[src/rtl/intc_pkg.sv]
// Shared constants for the priority interrupt controller.
// Assumes a word-addressed register bus; offsets are small integers
// that the top module casts to its address width.
package intc_pkg;
    localparam int unsigned REG_MODE      = 0;
    localparam int unsigned REG_CURPRI    = 1;
    localparam int unsigned REG_ACK       = 2;
    localparam int unsigned REG_EOI       = 3;
    localparam int unsigned REG_PRIO_BASE = 16;
endpackage

[src/rtl/intc_prio_regs.sv]
// Priority register file: one PRIO_W-bit register per source.
// Assumes the caller qualifies wr_en with a bus write strobe; the
// address decode for each source is generated here.
module intc_prio_regs #(
    parameter int unsigned NUM_SRC = 32,
    parameter int unsigned PRIO_W  = 4,
    parameter int unsigned ADDR_W  = 8
) (
    input  logic                           clk,
    input  logic                           rst_n,
    input  logic                           wr_en,
    input  logic [ADDR_W-1:0]              addr,
    input  logic [PRIO_W-1:0]              wdata,
    output logic [NUM_SRC-1:0][PRIO_W-1:0] prio
);
    import intc_pkg::*;

    for (genvar g = 0; g < NUM_SRC; g++) begin : g_src
        logic hit;
        assign hit = wr_en && (addr == ADDR_W'(REG_PRIO_BASE + g));

        // Hold the programmed priority of source g.
        always_ff @(posedge clk) begin
            if (!rst_n)   prio[g] <= '0;
            else if (hit) prio[g] <= wdata;
        end
    end
endmodule

[src/rtl/intc_arbiter.sv]
// Combinational winner search across all sources.
// A source qualifies when its request is high and its priority is
// strictly above the current level; ties go to the lowest index.
// Assumes at most a few dozen sources (linear scan depth).
module intc_arbiter #(
    parameter int unsigned NUM_SRC = 32,
    parameter int unsigned PRIO_W  = 4,
    localparam int unsigned VEC_W  = (NUM_SRC > 1) ? $clog2(NUM_SRC) : 1
) (
    input  logic                           clk,
    input  logic                           rst_n,
    input  logic [NUM_SRC-1:0]             req,
    input  logic [NUM_SRC-1:0][PRIO_W-1:0] prio,
    input  logic [PRIO_W-1:0]              cur_prio,
    output logic                           found,
    output logic [VEC_W-1:0]               win_id,
    output logic [PRIO_W-1:0]              win_prio
);
    // Scan upward, replacing only on a strictly higher priority.
    always_comb begin
        found    = 1'b0;
        win_id   = '0;
        win_prio = cur_prio;
        for (int i = 0; i < NUM_SRC; i++) begin
            if (req[i] && (prio[i] > win_prio)) begin
                found    = 1'b1;
                win_id   = VEC_W'(i);
                win_prio = prio[i];
            end
        end
    end

    // a reported winner is a live request above the current level.
    always_ff @(posedge clk) begin
        if (rst_n && found) begin
            p_win_live_r1: assert (req[win_id] && (prio[win_id] > cur_prio))
                else $error("arbiter winner not eligible");
        end
    end
endmodule

[src/rtl/intc_prio_lifo.sv]
// Push-down stack of saved priority levels.
// A pop of an empty stack yields 0. A push when full is dropped.
// A push and a pop together rewrite the top entry (or create one
// when empty), so the depth is unchanged except from empty.
module intc_prio_lifo #(
    parameter int unsigned DEPTH  = 16,
    parameter int unsigned PRIO_W = 4,
    localparam int unsigned CNT_W = $clog2(DEPTH + 1),
    localparam int unsigned IDX_W = (DEPTH > 1) ? $clog2(DEPTH) : 1
) (
    input  logic              clk,
    input  logic              rst_n,
    input  logic              push,
    input  logic              pop,
    input  logic [PRIO_W-1:0] push_data,
    output logic [PRIO_W-1:0] pop_data
);
    logic [PRIO_W-1:0] mem [DEPTH];
    logic [CNT_W-1:0]  count;
    logic              empty;
    logic              full;
    logic [IDX_W-1:0]  top_idx;
    logic [IDX_W-1:0]  wr_idx;

    assign empty    = (count == '0);
    assign full     = (count == CNT_W'(DEPTH));
    assign top_idx  = IDX_W'(count - CNT_W'(1));
    assign wr_idx   = IDX_W'(count);
    assign pop_data = empty ? '0 : mem[top_idx];

    // Update depth counter and stored levels.
    always_ff @(posedge clk) begin
        if (!rst_n) begin
            count <= '0;
            for (int i = 0; i < DEPTH; i++) mem[i] <= '0;
        end else begin
            unique case ({push, pop})
                2'b10: if (!full) begin
                    mem[wr_idx] <= push_data;
                    count       <= count + CNT_W'(1);
                end
                2'b01: if (!empty) count <= count - CNT_W'(1);
                2'b11: if (empty) begin
                    mem[0] <= push_data;
                    count  <= CNT_W'(1);
                end else begin
                    mem[top_idx] <= push_data;
                end
                default: ;
            endcase
        end
    end

    // a lone push below full deepens the stack by one.
    p_push_grows_r4: assert property (@(posedge clk) disable iff (!rst_n)
        (push && !pop && !full) |=> (count == $past(count) + CNT_W'(1)));

    // a lone pop on an empty stack leaves it empty.
    p_pop_empty_r7: assert property (@(posedge clk) disable iff (!rst_n)
        (pop && !push && empty) |=> (count == '0));

    // push with pop on a non-empty stack keeps the depth.
    p_swap_depth_r9: assert property (@(posedge clk) disable iff (!rst_n)
        (push && pop && !empty) |=> (count == $past(count)));

    // Depth never exceeds the storage.
    p_no_overflow_r4: assert property (@(posedge clk) disable iff (!rst_n)
        count <= CNT_W'(DEPTH));
endmodule

[src/rtl/prio_intc.sv]
// Priority interrupt controller top.
// Decodes the register bus, holds the mode bit and the current
// level, and owns the capture register that drives irq_req/irq_vec.
// A capture is frozen until acknowledged (no spurious vector).
// Assumes one bus access per cycle and a request input per source
// that already merges flag, enable and mask.
module prio_intc #(
    parameter int unsigned NUM_SRC     = 32,
    parameter int unsigned PRIO_W      = 4,
    parameter int unsigned STACK_DEPTH = 16,
    parameter int unsigned ADDR_W      = 8,
    parameter int unsigned DATA_W      = 32,
    localparam int unsigned VEC_W      = (NUM_SRC > 1) ? $clog2(NUM_SRC) : 1
) (
    input  logic               clk,
    input  logic               rst_n,
    input  logic [NUM_SRC-1:0] src_req,
    input  logic               bus_sel,
    input  logic               bus_wr,
    input  logic [ADDR_W-1:0]  bus_addr,
    input  logic [DATA_W-1:0]  bus_wdata,
    output logic [DATA_W-1:0]  bus_rdata,
    output logic               irq_req,
    output logic [VEC_W-1:0]   irq_vec,
    input  logic               irq_ack
);
    import intc_pkg::*;

    logic                           mode_hw;
    logic [PRIO_W-1:0]              cur_prio;
    logic [PRIO_W-1:0]              cap_prio;
    logic [NUM_SRC-1:0][PRIO_W-1:0] prio;
    logic                           found;
    logic [VEC_W-1:0]               win_id;
    logic [PRIO_W-1:0]              win_prio;
    logic [PRIO_W-1:0]              pop_data;
    logic [PRIO_W-1:0]              push_data;
    logic                           wr_strobe;
    logic                           rd_strobe;
    logic                           wr_mode;
    logic                           wr_cur;
    logic                           eoi;
    logic                           ack;
    logic                           unused_wdata;

    assign unused_wdata = ^bus_wdata[DATA_W-1:PRIO_W];

    // Bus strobe decode.
    assign wr_strobe = bus_sel && bus_wr;
    assign rd_strobe = bus_sel && !bus_wr;
    assign wr_mode   = wr_strobe && (bus_addr == ADDR_W'(REG_MODE));
    assign wr_cur    = wr_strobe && (bus_addr == ADDR_W'(REG_CURPRI));
    assign eoi       = wr_strobe && (bus_addr == ADDR_W'(REG_EOI));

    // Acknowledge source depends on the vector mode.
    always_comb begin
        if (mode_hw) ack = irq_req && irq_ack;
        else         ack = irq_req && rd_strobe && (bus_addr == ADDR_W'(REG_ACK));
    end

    // Level saved on acknowledge: the one left after a same-cycle pop.
    assign push_data = eoi ? pop_data : cur_prio;

    intc_prio_regs #(
        .NUM_SRC (NUM_SRC),
        .PRIO_W  (PRIO_W),
        .ADDR_W  (ADDR_W)
    ) u_regs (
        .clk   (clk),
        .rst_n (rst_n),
        .wr_en (wr_strobe),
        .addr  (bus_addr),
        .wdata (bus_wdata[PRIO_W-1:0]),
        .prio  (prio)
    );

    intc_arbiter #(
        .NUM_SRC (NUM_SRC),
        .PRIO_W  (PRIO_W)
    ) u_arb (
        .clk      (clk),
        .rst_n    (rst_n),
        .req      (src_req),
        .prio     (prio),
        .cur_prio (cur_prio),
        .found    (found),
        .win_id   (win_id),
        .win_prio (win_prio)
    );

    intc_prio_lifo #(
        .DEPTH  (STACK_DEPTH),
        .PRIO_W (PRIO_W)
    ) u_lifo (
        .clk       (clk),
        .rst_n     (rst_n),
        .push      (ack),
        .pop       (eoi),
        .push_data (push_data),
        .pop_data  (pop_data)
    );

    // Mode bit: 0 = software vector, 1 = hardware vector.
    always_ff @(posedge clk) begin
        if (!rst_n)       mode_hw <= 1'b0;
        else if (wr_mode) mode_hw <= bus_wdata[0];
    end

    // Current level: acknowledge wins over pop, pop over direct write.
    always_ff @(posedge clk) begin
        if (!rst_n)      cur_prio <= '0;
        else if (ack)    cur_prio <= cap_prio;
        else if (eoi)    cur_prio <= pop_data;
        else if (wr_cur) cur_prio <= bus_wdata[PRIO_W-1:0];
    end

    // Capture register: latch a winner, hold it until acknowledged.
    always_ff @(posedge clk) begin
        if (!rst_n) begin
            irq_req  <= 1'b0;
            irq_vec  <= '0;
            cap_prio <= '0;
        end else if (ack) begin
            irq_req  <= 1'b0;
        end else if (!irq_req && found) begin
            irq_req  <= 1'b1;
            irq_vec  <= win_id;
            cap_prio <= win_prio;
        end
    end

    // Read data mux, valid in the strobe cycle.
    always_comb begin
        bus_rdata = '0;
        if (bus_addr == ADDR_W'(REG_MODE))        bus_rdata = DATA_W'(mode_hw);
        else if (bus_addr == ADDR_W'(REG_CURPRI)) bus_rdata = DATA_W'(cur_prio);
        else if (bus_addr == ADDR_W'(REG_ACK))    bus_rdata = DATA_W'(irq_vec);
        else begin
            for (int i = 0; i < NUM_SRC; i++) begin
                if (bus_addr == ADDR_W'(REG_PRIO_BASE + i)) bus_rdata = DATA_W'(prio[i]);
            end
        end
    end

    // a held request keeps its vector until acknowledged.
    p_hold_vec_r3: assert property (@(posedge clk) disable iff (!rst_n)
        (irq_req && !ack) |=> (irq_req && $stable(irq_vec) && $stable(cap_prio)));

    // acknowledge drops the request at the next edge.
    p_ack_drops_r4: assert property (@(posedge clk) disable iff (!rst_n)
        ack |=> !irq_req);

    // acknowledge loads the captured priority as the level.
    p_ack_level_r4: assert property (@(posedge clk) disable iff (!rst_n)
        ack |=> (cur_prio == $past(cap_prio)));

    // a new capture lies strictly above the level it was judged against.
    p_capture_above_r1: assert property (@(posedge clk) disable iff (!rst_n)
        $rose(irq_req) |-> (cap_prio > $past(cur_prio)));

    // a lone end of interrupt restores the popped level.
    p_eoi_restore_r7: assert property (@(posedge clk) disable iff (!rst_n)
        (eoi && !ack) |=> (cur_prio == $past(pop_data)));

    // in software mode the pin acknowledge alone changes nothing.
    p_pin_ignored_r6: assert property (@(posedge clk) disable iff (!rst_n)
        (!mode_hw && irq_req && irq_ack && !rd_strobe) |=> irq_req);
endmodule

[config.mk]
export PLATFORM = sky130hd
export DESIGN_NAME = prio_intc
export DESIGN_NICKNAME = d
export VERILOG_FILES = /design/src/rtl/intc_pkg.sv /design/src/rtl/intc_prio_regs.sv /design/src/rtl/intc_arbiter.sv /design/src/rtl/intc_prio_lifo.sv /design/src/rtl/prio_intc.sv
export SDC_FILE = /design/constraint.sdc
export NUM_CORES = 1
export LEC_CHECK = 0
export BUFFER_PORTS_ARGS = -buffer_cell sky130_fd_sc_hd__buf_2
export CORE_MARGIN = 3
export CORE_UTILIZATION = 57
export DETAILED_ROUTE_END_ITERATION = 8
export PLACE_DENSITY = 0.76
export SKIP_CTS_REPAIR_TIMING = 1
export SYNTH_ARGS = -nofsm -noshare
export SYNTH_HDL_FRONTEND = slang
export SYNTH_SLANG_ARGS = --single-unit
[constraint.sdc]
create_clock -name clk -period 109.2 [get_ports clk]
set_input_delay 21.84 -clock clk [delete_from_list [all_inputs] [get_ports clk]]
set_output_delay 21.84 -clock clk [all_outputs]
set_load 0.005 [all_outputs]
==> run summary, run 1 <==
DR iter-0 viols = 1631
Final wirelength = 50.2 mm
Crit Path Class = in2reg
Initial Util = 0.585
Seq/Total Area, Yosys = 0.270
Die X-Extent = 184 um
EDFF count, synth = 64
Clk root buf = clkbuf_16
Peak VDD IR = 0.0000401 V
Fin. max-slew vios = 0
WHS Path Cells = 2
Max clock buf depth = 3
Crit end category = register
Post-route setup TNS = 0 ps
Port Buffer Count = 59
Internal reg-to-reg setup slack = 51480 ps
DRC Markers = 0
CTS tree = yes
Final setup fails = 0
Reg area = 4880 um^2
Congestion Overflow GR = 0
Slowest stage delay, CP = 570 ps
Top FF cell, synth = dfxtp_1
Die Area = 33900 um^2
Met3 usage = 0.0495
Max_cap viols = 0
Final cell utilization of the core = 0.619
Area of the multi-input gates = 12000 um^2
Vias per inst = 6.45
Share of cells above drive strength 1 = 0.106
Unrepaired setup endpoints after global routing = false
Syn_area_per_cell = 7.91 um^2
Post-route minimum period = 77980 ps
Worst Tran Pin Value = 1060 ps
FILL cells = 2745
DP HPWL = 37.2 mm
Core region area = 30900 um^2
FP Rows = 64
FF-to-FF End = irq_vec[0]$_SDFFE_PN0P_
Worst reg2reg path depth = 277
Clk slew on worst S/H paths = 60 ps
P&R area growth vs syn = 5.81%
Antenna cells = 0
Cells after Synth = 2286
Crit Path Max Fanout = 18
Leakage = 7.10 nW
Place WS = 31410 ps
Crit-path slowest cell = o31ai_1
Antenna-violating nets left = 0
FF-to-FF Start = cur_prio[1]$_SDFFE_PN0P_
GRT Total Usage = 0.287
NumNets Final = 2447
Final hold violation count = 0
GP Congestion = 0.929
Pwr dens = 28.9 nW/um^2
Worst setup SP type = input port
Clk_skew = 13.7 ps
Initial antenna violation count = 2
Top Usage Layer GRT = met2
Yosys cell types = 116
First-pass DRT Iterations = 6
Post-route setup slack = 31220 ps
M1 GR Usage = 0.398
Max-slew headroom = 0.292
WL per Instance = 18.7 um
Hold EP = u_regs.prio[20]$_SDFFE_PN0P_
CP arrival = 78390 ps
Post-Syn Area = 18100 um^2
CTS Buf Count = 23
Max Fclk = 12.8 MHz
Total I/O pin count = 115
Clock sink total = 212
Critical Path RT = 109610 ps
First-pass GRT wire length = 81.0 mm
Status = complete, no violations
# H-tree levels = 1
Vias in the first global route = 16200
Vias = 17300
Post-synth ARST share = 0
Largest net degree at the start of global routing = 76
Hold Crit Class = reg2reg
Ys Warns = 0
Cell mode on critical path = ha_1
Routing usage on met2 = 0.461
Seq cells post-synth = 212
Die Span Y = 184 um
Clock Latency Late Sink = 510 ps
Fin crit share = 0.714
Worst hold start = u_regs.prio[20]$_SDFFE_PN0P_
[cell usage after synthesis (all sizes together) (8+ instances only)]
cell	number	area [um^2]
a211o	11	96.3
a211oi	20	165
a21boi	11	86.3
a21o	35	263
a21oi	168	845
a221oi	8	82.6
a22oi	16	125
a31oi	31	200
a32o	8	80.1
a32oi	8	70.1
and2	25	159
and3	32	205
buf	57	373
clkbuf	76	293
dfxtp	148	2960
edfxtp	64	1920
ha	99	1240
inv	159	597
maj3	8	80.1
mux2	52	601
mux2i	92	928
mux4	29	653
nand2	267	1000
nand2b	17	106
nand3	118	591
nand4	21	138
nor2	281	1050
nor2b	14	87.6
nor3	38	200
o2111ai	10	87.6
o211a	11	110
o211ai	30	249
o21a	22	173
o21ai	107	547
o22ai	15	93.8
o311ai	8	77.6
o31a	8	70.1
o31ai	20	165
or2	12	80.1
or3	10	62.6
xnor2	15	131
[power breakdown]
group          leakage (nW)  internal (W)  switching, W
combinational          4.89      0.000160      0.000230
sequential             1.85     0.0000837    0.00000207
clock                 0.358     0.0000451     0.0000320
total                  7.10      0.000289      0.000264
[layer usage]
metal	part of all wire	wire length, um	vias to the layer above
met5	0.00046	23	-
met4	0.025	1250	4
met1	0.43	21800	8162
met3	0.085	4250	92
met2	0.46	22900	761
li1	-	-	8297
[metrics by stage]
stage	area (um^2)	hold WS, ps	power (W)	instances
finish	19100	463	0.000553	2683
global route	19100	485	0.000603	2683
global placement	18400	445	0.000459	2642
detailed placement	18400	451	0.000471	2642
CTS	19100	459	0.000549	2683
floorplan	18200	435	0.000400	2312
[how the worst max path moves through the flow]
| stage | endpoint | from | depth (start not counted) | slack (ps) |
|---|---|---|---|---|
| after global placement | irq_vec[0]$_SDFFE_PN0P_ | src_req[0] | 275 | 32860 |
| after detailed placement | irq_vec[0]$_SDFFE_PN0P_ | src_req[0] | 273 | 31410 |
| after floorplan | irq_vec[0]$_SDFFE_PN0P_ | src_req[0] | 270 | 38010 |
| after CTS | irq_vec[0]$_SDFFE_PN0P_ | src_req[0] | 274 | 31700 |
| after global routing | irq_vec[0]$_SDFFE_PN0P_ | src_req[0] | 276 | 26360 |
| final | irq_vec[0]$_SDFFE_PN0P_ | src_req[0] | 275 | 31220 |
[cells in the final DEF, fill, tap and decap left out, types with 31 or more instances in the layout]
cell type / n
a21o_1: 35
o21ai_0: 94
nand2_1: 267
mux2_2: 47
nand3_1: 118
inv_1: 158
buf_2: 59
mux2i_1: 90
a21oi_1: 163
dfxtp_1: 148
nor3_1: 35
nor2_1: 281
edfxtp_1: 64
ha_1: 99
and3_1: 31
[area by class of cell]
type | count | share of cell area
well taps | 396 | 0.0259
clock buffers | 30 | 0.0325
flip-flops and latches | 212 | 0.255
clock inverters | 11 | 0.00648
multi-input cells | 1806 | 0.629
inverters | 160 | 0.0315
repair buffers | 68 | 0.0190
[kinds of logic (layout without fill, tap and decap cells)]
logic type | Yosys count | in the layout | synth area share
buffers and inverters | 294 | 269 | 0.0706
other | 1 | 27 | 0.000208
AO/OA/AOI/OAI | 618 | 618 | 0.239
XOR/XNOR | 21 | 21 | 0.0102
flip-flops | 212 | 212 | 0.270
multiplexers | 173 | 173 | 0.121
AND/OR/NAND/NOR | 860 | 860 | 0.216
adder cells (fa/ha/maj) | 107 | 107 | 0.0730
[registers in the layout, indices dropped and copies added (netlist names)]
| name | flops |
|---|---|
| u_regs.prio | 128 |
| cap_prio | 4 |
| cur_prio | 4 |
| irq_vec | 5 |
| u_lifo.mem | 64 |
| u_lifo.count | 5 |
| mode_hw | 1 |
| irq_req | 1 |
[worst max-delay path: cells and delay by family]
kind | cells | cell delay, ps
AOI/OAI and AO/OA | 115 | 22400
adders and majority gates | 35 | 9420
muxes | 22 | 7880
and+or+nand+nor | 79 | 15240
buffers and inverters | 24 | 1540
No activity file was read; power rests on OpenSTA's default activity.
==> run 2, diff against run 1 <==
Settings changed: ABC_AREA set to 1, CORE_UTILIZATION 57 to 56, PLACE_DENSITY 0.76 to 0.78.
Clock period 109.2 ns to 63.2 ns, I/O delays scaled along.
==> run summary, run 2 <==
Status = complete, no violations (unchanged)
Commonest non-fill, non-tap cell in the layout = nand2_1 (was nor2_1)
Vias = 15700 (was 17300)
Crit Path Class = in2reg (unchanged)
Ys Warns = 0 (unchanged)
CP arrival = 47730 ps (was 78390 ps)
EDFF count, synth = 64 (unchanged)
Clock Latency Late Sink = 500 ps (was 510 ps)
Internal reg-to-reg setup slack = 27230 ps (was 51480 ps)
Yosys top cell by area = dfxtp_1 (unchanged)
Share of cells above drive strength 1 = 0.127 (was 0.106)
FF-to-FF Start = cur_prio[3]$_SDFFE_PN0P_ (was cur_prio[1]$_SDFFE_PN0P_)
FP Rows = 62 (was 64)
Fin crit share = 0.749
Max-slew headroom = 0.339 (was 0.292)
Post-synthesis xor/xnor area fraction = 0.00315 (was 0.0102)
Crit end category = register (unchanged)
Commonest non-fill, non-tap cells in the layout = nand2_1, inv_1, o21ai_0 (was nor2_1, nand2_1, a21oi_1)
FF-to-FF End = cap_prio[3]$_SDFFE_PN0P_ (was irq_vec[0]$_SDFFE_PN0P_)
Hold EP = u_regs.prio[5]$_SDFFE_PN0P_ (was u_regs.prio[20]$_SDFFE_PN0P_)
Worst setup SP type = input port (unchanged)
Crit-path slowest cell = nor4_1 (was o31ai_1)
Unrepaired setup endpoints after global routing = false (unchanged)
Clk slew on worst S/H paths = 60 ps (about the same)
Congestion Overflow GR = 0 (unchanged)
Adder-cell share of the synthesized area = 0.0743 (was 0.0730)
Final setup fails = 0 (unchanged)
Slowest stage delay, CP = 530 ps (was 570 ps)
Vias in the first global route = 14700 (was 16200)
Post-synthesis mux area share = 0 (was 0.121)
Register bank with the most flops = u_regs.prio (unchanged)
DR iter-0 viols = 1320 (was 1631)
Worst reg2reg path depth = 254 (was 277)
Max_cap viols = 0 (unchanged)
CTS Buf Count = 23 (unchanged)
GP Congestion = 0.942 (was 0.929)
WL per Instance = 15.3 um (was 18.7 um)
Die Span Y = 179 um (was 184 um)
Final wirelength = 43.2 mm (was 50.2 mm)
Worst hold start = u_regs.prio[5]$_SDFFE_PN0P_ (was u_regs.prio[20]$_SDFFE_PN0P_)
Critical Path RT = 63590 ps (was 109610 ps)
CTS tree = yes (unchanged)
Clk_skew = 5.80 ps (was 13.7 ps)
Post-Syn Area = 16700 um^2 (was 18100 um^2)
# H-tree levels = 1 (unchanged)
Port Buffer Count = 59 (unchanged)
DRC Markers = 0 (unchanged)
Die X-Extent = 179 um (was 184 um)
GRT Total Usage = 0.265 (was 0.287)
Cells after Synth = 2400 (was 2286)
Synth Area in Compound Gates = 0.193 (was 0.239)
Worst Tran Pin Value = 990 ps (was 1060 ps)
Syn_area_per_cell = 6.95 um^2 (was 7.91 um^2)
Vias per inst = 5.59 (was 6.45)
Max Fclk = 21.1 MHz
Cell mode on critical path = nand2_1 (was ha_1)
Antenna-violating nets left = 0 (unchanged)
Crit Path Max Fanout = 12 (was 18)
Post-route minimum period = 47330 ps
Clk root buf = clkbuf_16 (unchanged)
Post-synth top area share = 0.178 (was 0.164)
First-pass GRT wire length = 70.3 mm (was 81.0 mm)
DP HPWL = 32.5 mm (was 37.2 mm)
Top FF cell, synth = dfxtp_1 (unchanged)
Die Area = 31900 um^2 (was 33900 um^2)
Post-route setup TNS = 0 ps (unchanged)
Final cell utilization of the core = 0.609 (was 0.619)
WHS Path Cells = 2 (unchanged)
Clock sink total = 212 (unchanged)
Hold Crit Class = reg2reg (unchanged)
NumNets Final = 2592 (was 2447)
Post-synthesis simple-gate area fraction = 0.316 (was 0.216)
Antenna cells = 0 (unchanged)
Core region area = 29000 um^2 (was 30900 um^2)
Largest net degree at the start of global routing = 110 (was 76)
Yosys cell types = 45 (was 116)
Final hold violation count = 0 (unchanged)
First-pass DRT Iterations = 6 (unchanged)
Max clock buf depth = 3 (unchanged)
Main combinational cell family by area after synthesis = simple AND/OR/NAND/NOR gates (was compound AO/OA/AOI/OAI gates)
Top cells by area, synth = dfxtp_1, edfxtp_1, nand2_1 (was dfxtp_1, edfxtp_1, ha_1)
Most numerous cell in the Yosys netlist = nand2_1 (was nor2_1)
Initial antenna violation count = 0 (was 2)
Biggest regs = u_regs.prio: 128 flops, u_lifo.mem: 64 flops (unchanged)
Max reg flops = 128 (unchanged)
Seq cells post-synth = 212 (unchanged)
Initial Util = 0.575 (was 0.585)
P&R area growth vs syn = 6.06% (was 5.81%)
Post-synth ARST share = 0 (unchanged)
Seq/Total Area, Yosys = 0.293 (was 0.270)
Total I/O pin count = 115 (unchanged)
Fin. max-slew vios = 0 (unchanged)
Post-synth top cells = nand2_1, inv_1, o21ai_0, nor2_1, nand3_1 (was nor2_1, nand2_1, a21oi_1, inv_1, dfxtp_1)
==> run 2: changes by cell type in the layout (fill, tap and decap cells not counted), moves of 47 or more <==
cell	previous run	this run
inv_1	158	356
o21ai_0	94	250
nand2_1	267	403
mux2i_1	90	0
nor2_1	281	206
nand3_1	118	189
nand2_2	0	66
o21bai_1	2	56
mux2_2	47	0
==> run 2: kinds of logic after synthesis <==
kind of cell               after synthesis
DFF                                    212
xor gates and xnor gates                 6
adders and majority gates               99
and+or+nand+nor                       1048
other                                    1
buffers and inverters                  464
AOI/OAI and AO/OA                      570
==> run 2: metrics by stage <==
stage / setup slack [ps] / hold slack, ps / std cells / cell area, um^2
2_1_floorplan: 19760 / 453 / 2426 / 16800
3_5_place_dp: 15650 / 487 / 2775 / 17000
4_1_cts: 15930 / 498 / 2815 / 17700
6_report: 15870 / 496 / 2815 / 17700
3_3_place_gp: 16580 / 478 / 2775 / 17000
5_1_grt: 11800 / 514 / 2815 / 17700
==> run 2: critical path, delay by kind of cell <==
family                     cells  cell delay, ps
buffers and inverters         33            1660
adders and majority gates     31            9920
and+or+nand+nor              129           15470
AOI/OAI and AO/OA             59            7990
==> run 2: how the worst max path moves through the flow <==
stage                     from  slack [ps]                        to
floorplan           src_req[0]       19760   irq_vec[0]$_SDFFE_PN0P_
global placement    src_req[0]       16580  cap_prio[3]$_SDFFE_PN0P_
detailed placement  src_req[0]       15650  cap_prio[3]$_SDFFE_PN0P_
CTS                 src_req[0]       15930  cap_prio[3]$_SDFFE_PN0P_
global route        src_req[0]       11800  cap_prio[3]$_SDFFE_PN0P_
finish              src_req[0]       15870  cap_prio[3]$_SDFFE_PN0P_
==> run 2: final cells by class <==
class                   instances  area (um^2)
fillers                      2710        11300
multi-input cells            1750         9890
flip-flops and latches        212         4880
inverters                     367         1380
clock buffers                  31          636
well taps                     384          480
repair buffers                 62          320
clock inverters                 9         92.6
==> run 2: per-layer routing <==
layer,vias up,GRT usage,wire [um]
met5,-,0,0
met4,0,0.0617,842
met3,62,0.0304,2840
met2,480,0.455,20500
met1,7234,0.358,18900
li1,7963,-,-
Power of run 2 is not shown: default switching activity piles up to over one toggle a cycle in this logic, so the estimate is an artifact.
==> run 3, diff against run 2 <==
Settings changed: CORE_UTILIZATION 56 to 57, PLACE_DENSITY 0.78 to 0.76.
Clock period 63.2 ns to 45.6 ns, I/O delays scaled along.
==> run summary, run 3 (synthesis results as in run 2) <==
Hold_ws = 494 ps (was 496 ps)
Total I/O pin count = 115 (unchanged)
Worst Tran Pin Value = 1000 ps (was 990 ps)
Initial antenna violation count = 0 (unchanged)
Commonest non-fill, non-tap cells in the layout = nand2_1, inv_1, o21ai_0 (unchanged)
First-pass GRT wire length = 71.1 mm (was 70.3 mm)
Max Fclk = 23.8 MHz
P&R area growth vs syn = 7.74% (was 6.06%)
Internal reg-to-reg setup slack = 11240 ps (was 27230 ps)
Port Buffer Count = 59 (unchanged)
Biggest regs = u_regs.prio: 128 flops, u_lifo.mem: 64 flops (unchanged)
Die Span Y = 177 um (was 179 um)
Clock sink total = 212 (unchanged)
Hold Crit Class = reg2reg (unchanged)
WL per Instance = 15.5 um (was 15.3 um)
Worst setup SP type = input port (unchanged)
Core region area = 28300 um^2 (was 29000 um^2)
Post-route minimum period = 42090 ps
Final setup fails = 0 (unchanged)
Vias = 15900 (was 15700)
CP arrival = 42500 ps (was 47730 ps)
Clk root buf = clkbuf_16 (unchanged)
Vias in the first global route = 14800 (was 14700)
CTS tree = yes (unchanged)
Final cell utilization of the core = 0.634 (was 0.609)
Die Area = 31300 um^2 (was 31900 um^2)
Hold EP = u_regs.prio[9]$_SDFFE_PN0P_ (was u_regs.prio[5]$_SDFFE_PN0P_)
Largest net degree at the start of global routing = 108 (was 110)
Worst hold start = u_regs.prio[9]$_SDFFE_PN0P_ (was u_regs.prio[5]$_SDFFE_PN0P_)
Max-slew headroom = 0.331 (was 0.339)
Commonest non-fill, non-tap cell in the layout = nand2_1 (unchanged)
GRT Total Usage = 0.272 (was 0.265)
NumNets Final = 2599 (was 2592)
Fin. max-slew vios = 0 (unchanged)
Initial Util = 0.589 (was 0.575)
Max reg flops = 128 (unchanged)
FP Rows = 61 (was 62)
CTS Buf Count = 24 (was 23)
Status = complete, no violations (unchanged)
Clk slew on worst S/H paths = 60 ps (about the same)
Register bank with the most flops = u_regs.prio (unchanged)
Congestion Overflow GR = 0 (unchanged)
Dpl cells = 2769 (was 2775)
Fin crit share = 0.923
Final hold violation count = 0 (unchanged)
Max clock buf depth = 3 (unchanged)
FF-to-FF End = cap_prio[0]$_SDFFE_PN0P_ (was cap_prio[3]$_SDFFE_PN0P_)
First-pass DRT Iterations = 6 (unchanged)
DR iter-0 viols = 1417 (was 1320)
Dpl cell area = 16900 um^2 (was 17000 um^2)
GP Congestion = 0.905 (was 0.942)
Crit-path slowest cell = ha_1 (was nor4_1)
Cell mode on critical path = nand2_4 (was nand2_1)
Critical Path RT = 46010 ps (was 63590 ps)
WHS Path Cells = 2 (unchanged)
Share of cells above drive strength 1 = 0.137 (was 0.127)
Slowest stage delay, CP = 360 ps (was 530 ps)
DP HPWL = 32.2 mm (was 32.5 mm)
Post-Layout Cell Count = 2820 (was 2815)
Fin area = 18000 um^2 (was 17700 um^2)
# H-tree levels = 1 (unchanged)
Clock Latency Late Sink = 520 ps (was 500 ps)
Crit end category = register (unchanged)
Crit Path Class = in2reg (unchanged)
Crit Path Max Fanout = 11 (was 12)
Final wirelength = 43.6 mm (was 43.2 mm)
Worst reg2reg path depth = 258 (was 254)
FF-to-FF Start = cur_prio[2]$_SDFFE_PN0P_ (was cur_prio[3]$_SDFFE_PN0P_)
Vias per inst = 5.64 (was 5.59)
Die X-Extent = 177 um (was 179 um)
Antenna-violating nets left = 0 (unchanged)
DRC Markers = 0 (unchanged)
Clk_skew = 13.0 ps (was 5.80 ps)
Max_cap viols = 0 (unchanged)
[run 3: worst max-delay path: cells and delay by family]
kind | cells | cell delay, ps
buffers and inverters | 34 | 1600
AO/OA/AOI/OAI | 58 | 7450
AND/OR/NAND/NOR | 134 | 14370
adder cells (fa/ha/maj) | 31 | 9860
[run 3: metrics by stage]
stage | TNS [ps] | setup slack [ps]
3_3_place_gp | 0 | 2400
4_1_cts | 0 | 1850
5_1_grt | -644 | -87.9
6_report | 0 | 3510
2_1_floorplan | 0 | 5680
3_5_place_dp | 0 | 1480
[run 3: worst max-delay path by stage]
stage	from	end	slack, ps	cells past startpoint
global route	src_req[0]	cap_prio[0]$_SDFFE_PN0P_	-90	261
global placement	src_req[0]	cap_prio[3]$_SDFFE_PN0P_	2400	256
detailed placement	src_req[0]	cap_prio[3]$_SDFFE_PN0P_	1480	254
finish	src_req[0]	cap_prio[0]$_SDFFE_PN0P_	3510	257
CTS	src_req[0]	cap_prio[0]$_SDFFE_PN0P_	1850	254
floorplan	src_req[0]	irq_vec[0]$_SDFFE_PN0P_	5680	278
[run 3: cell type report]
type | instances | area [um^2]
Sequential cell | 212 | 4880
Inverter | 367 | 1380
Clock inverter | 12 | 138
Timing Repair Buffer | 67 | 358
Antenna cell | 1 | 2.50
Multi-Input combinational cell | 1751 | 10100
Clock buffer | 32 | 672
Tap cell | 378 | 473
Fill cell | 2576 | 10400
[run 3: per-layer routing]
| layer | global-route usage | up-vias | routed length [um] | part of all wire |
|---|---|---|---|---|
| met1 | 0.366 | 7236 | 18900 | 0.43 |
| met5 | 0 | - | 0 | 0 |
| met2 | 0.459 | 578 | 20500 | 0.47 |
| met4 | 0.0851 | 0 | 1340 | 0.031 |
| met3 | 0.0298 | 90 | 2950 | 0.068 |
| li1 | - | 8000 | - | - |
Power of run 3 is left out for the same reason.
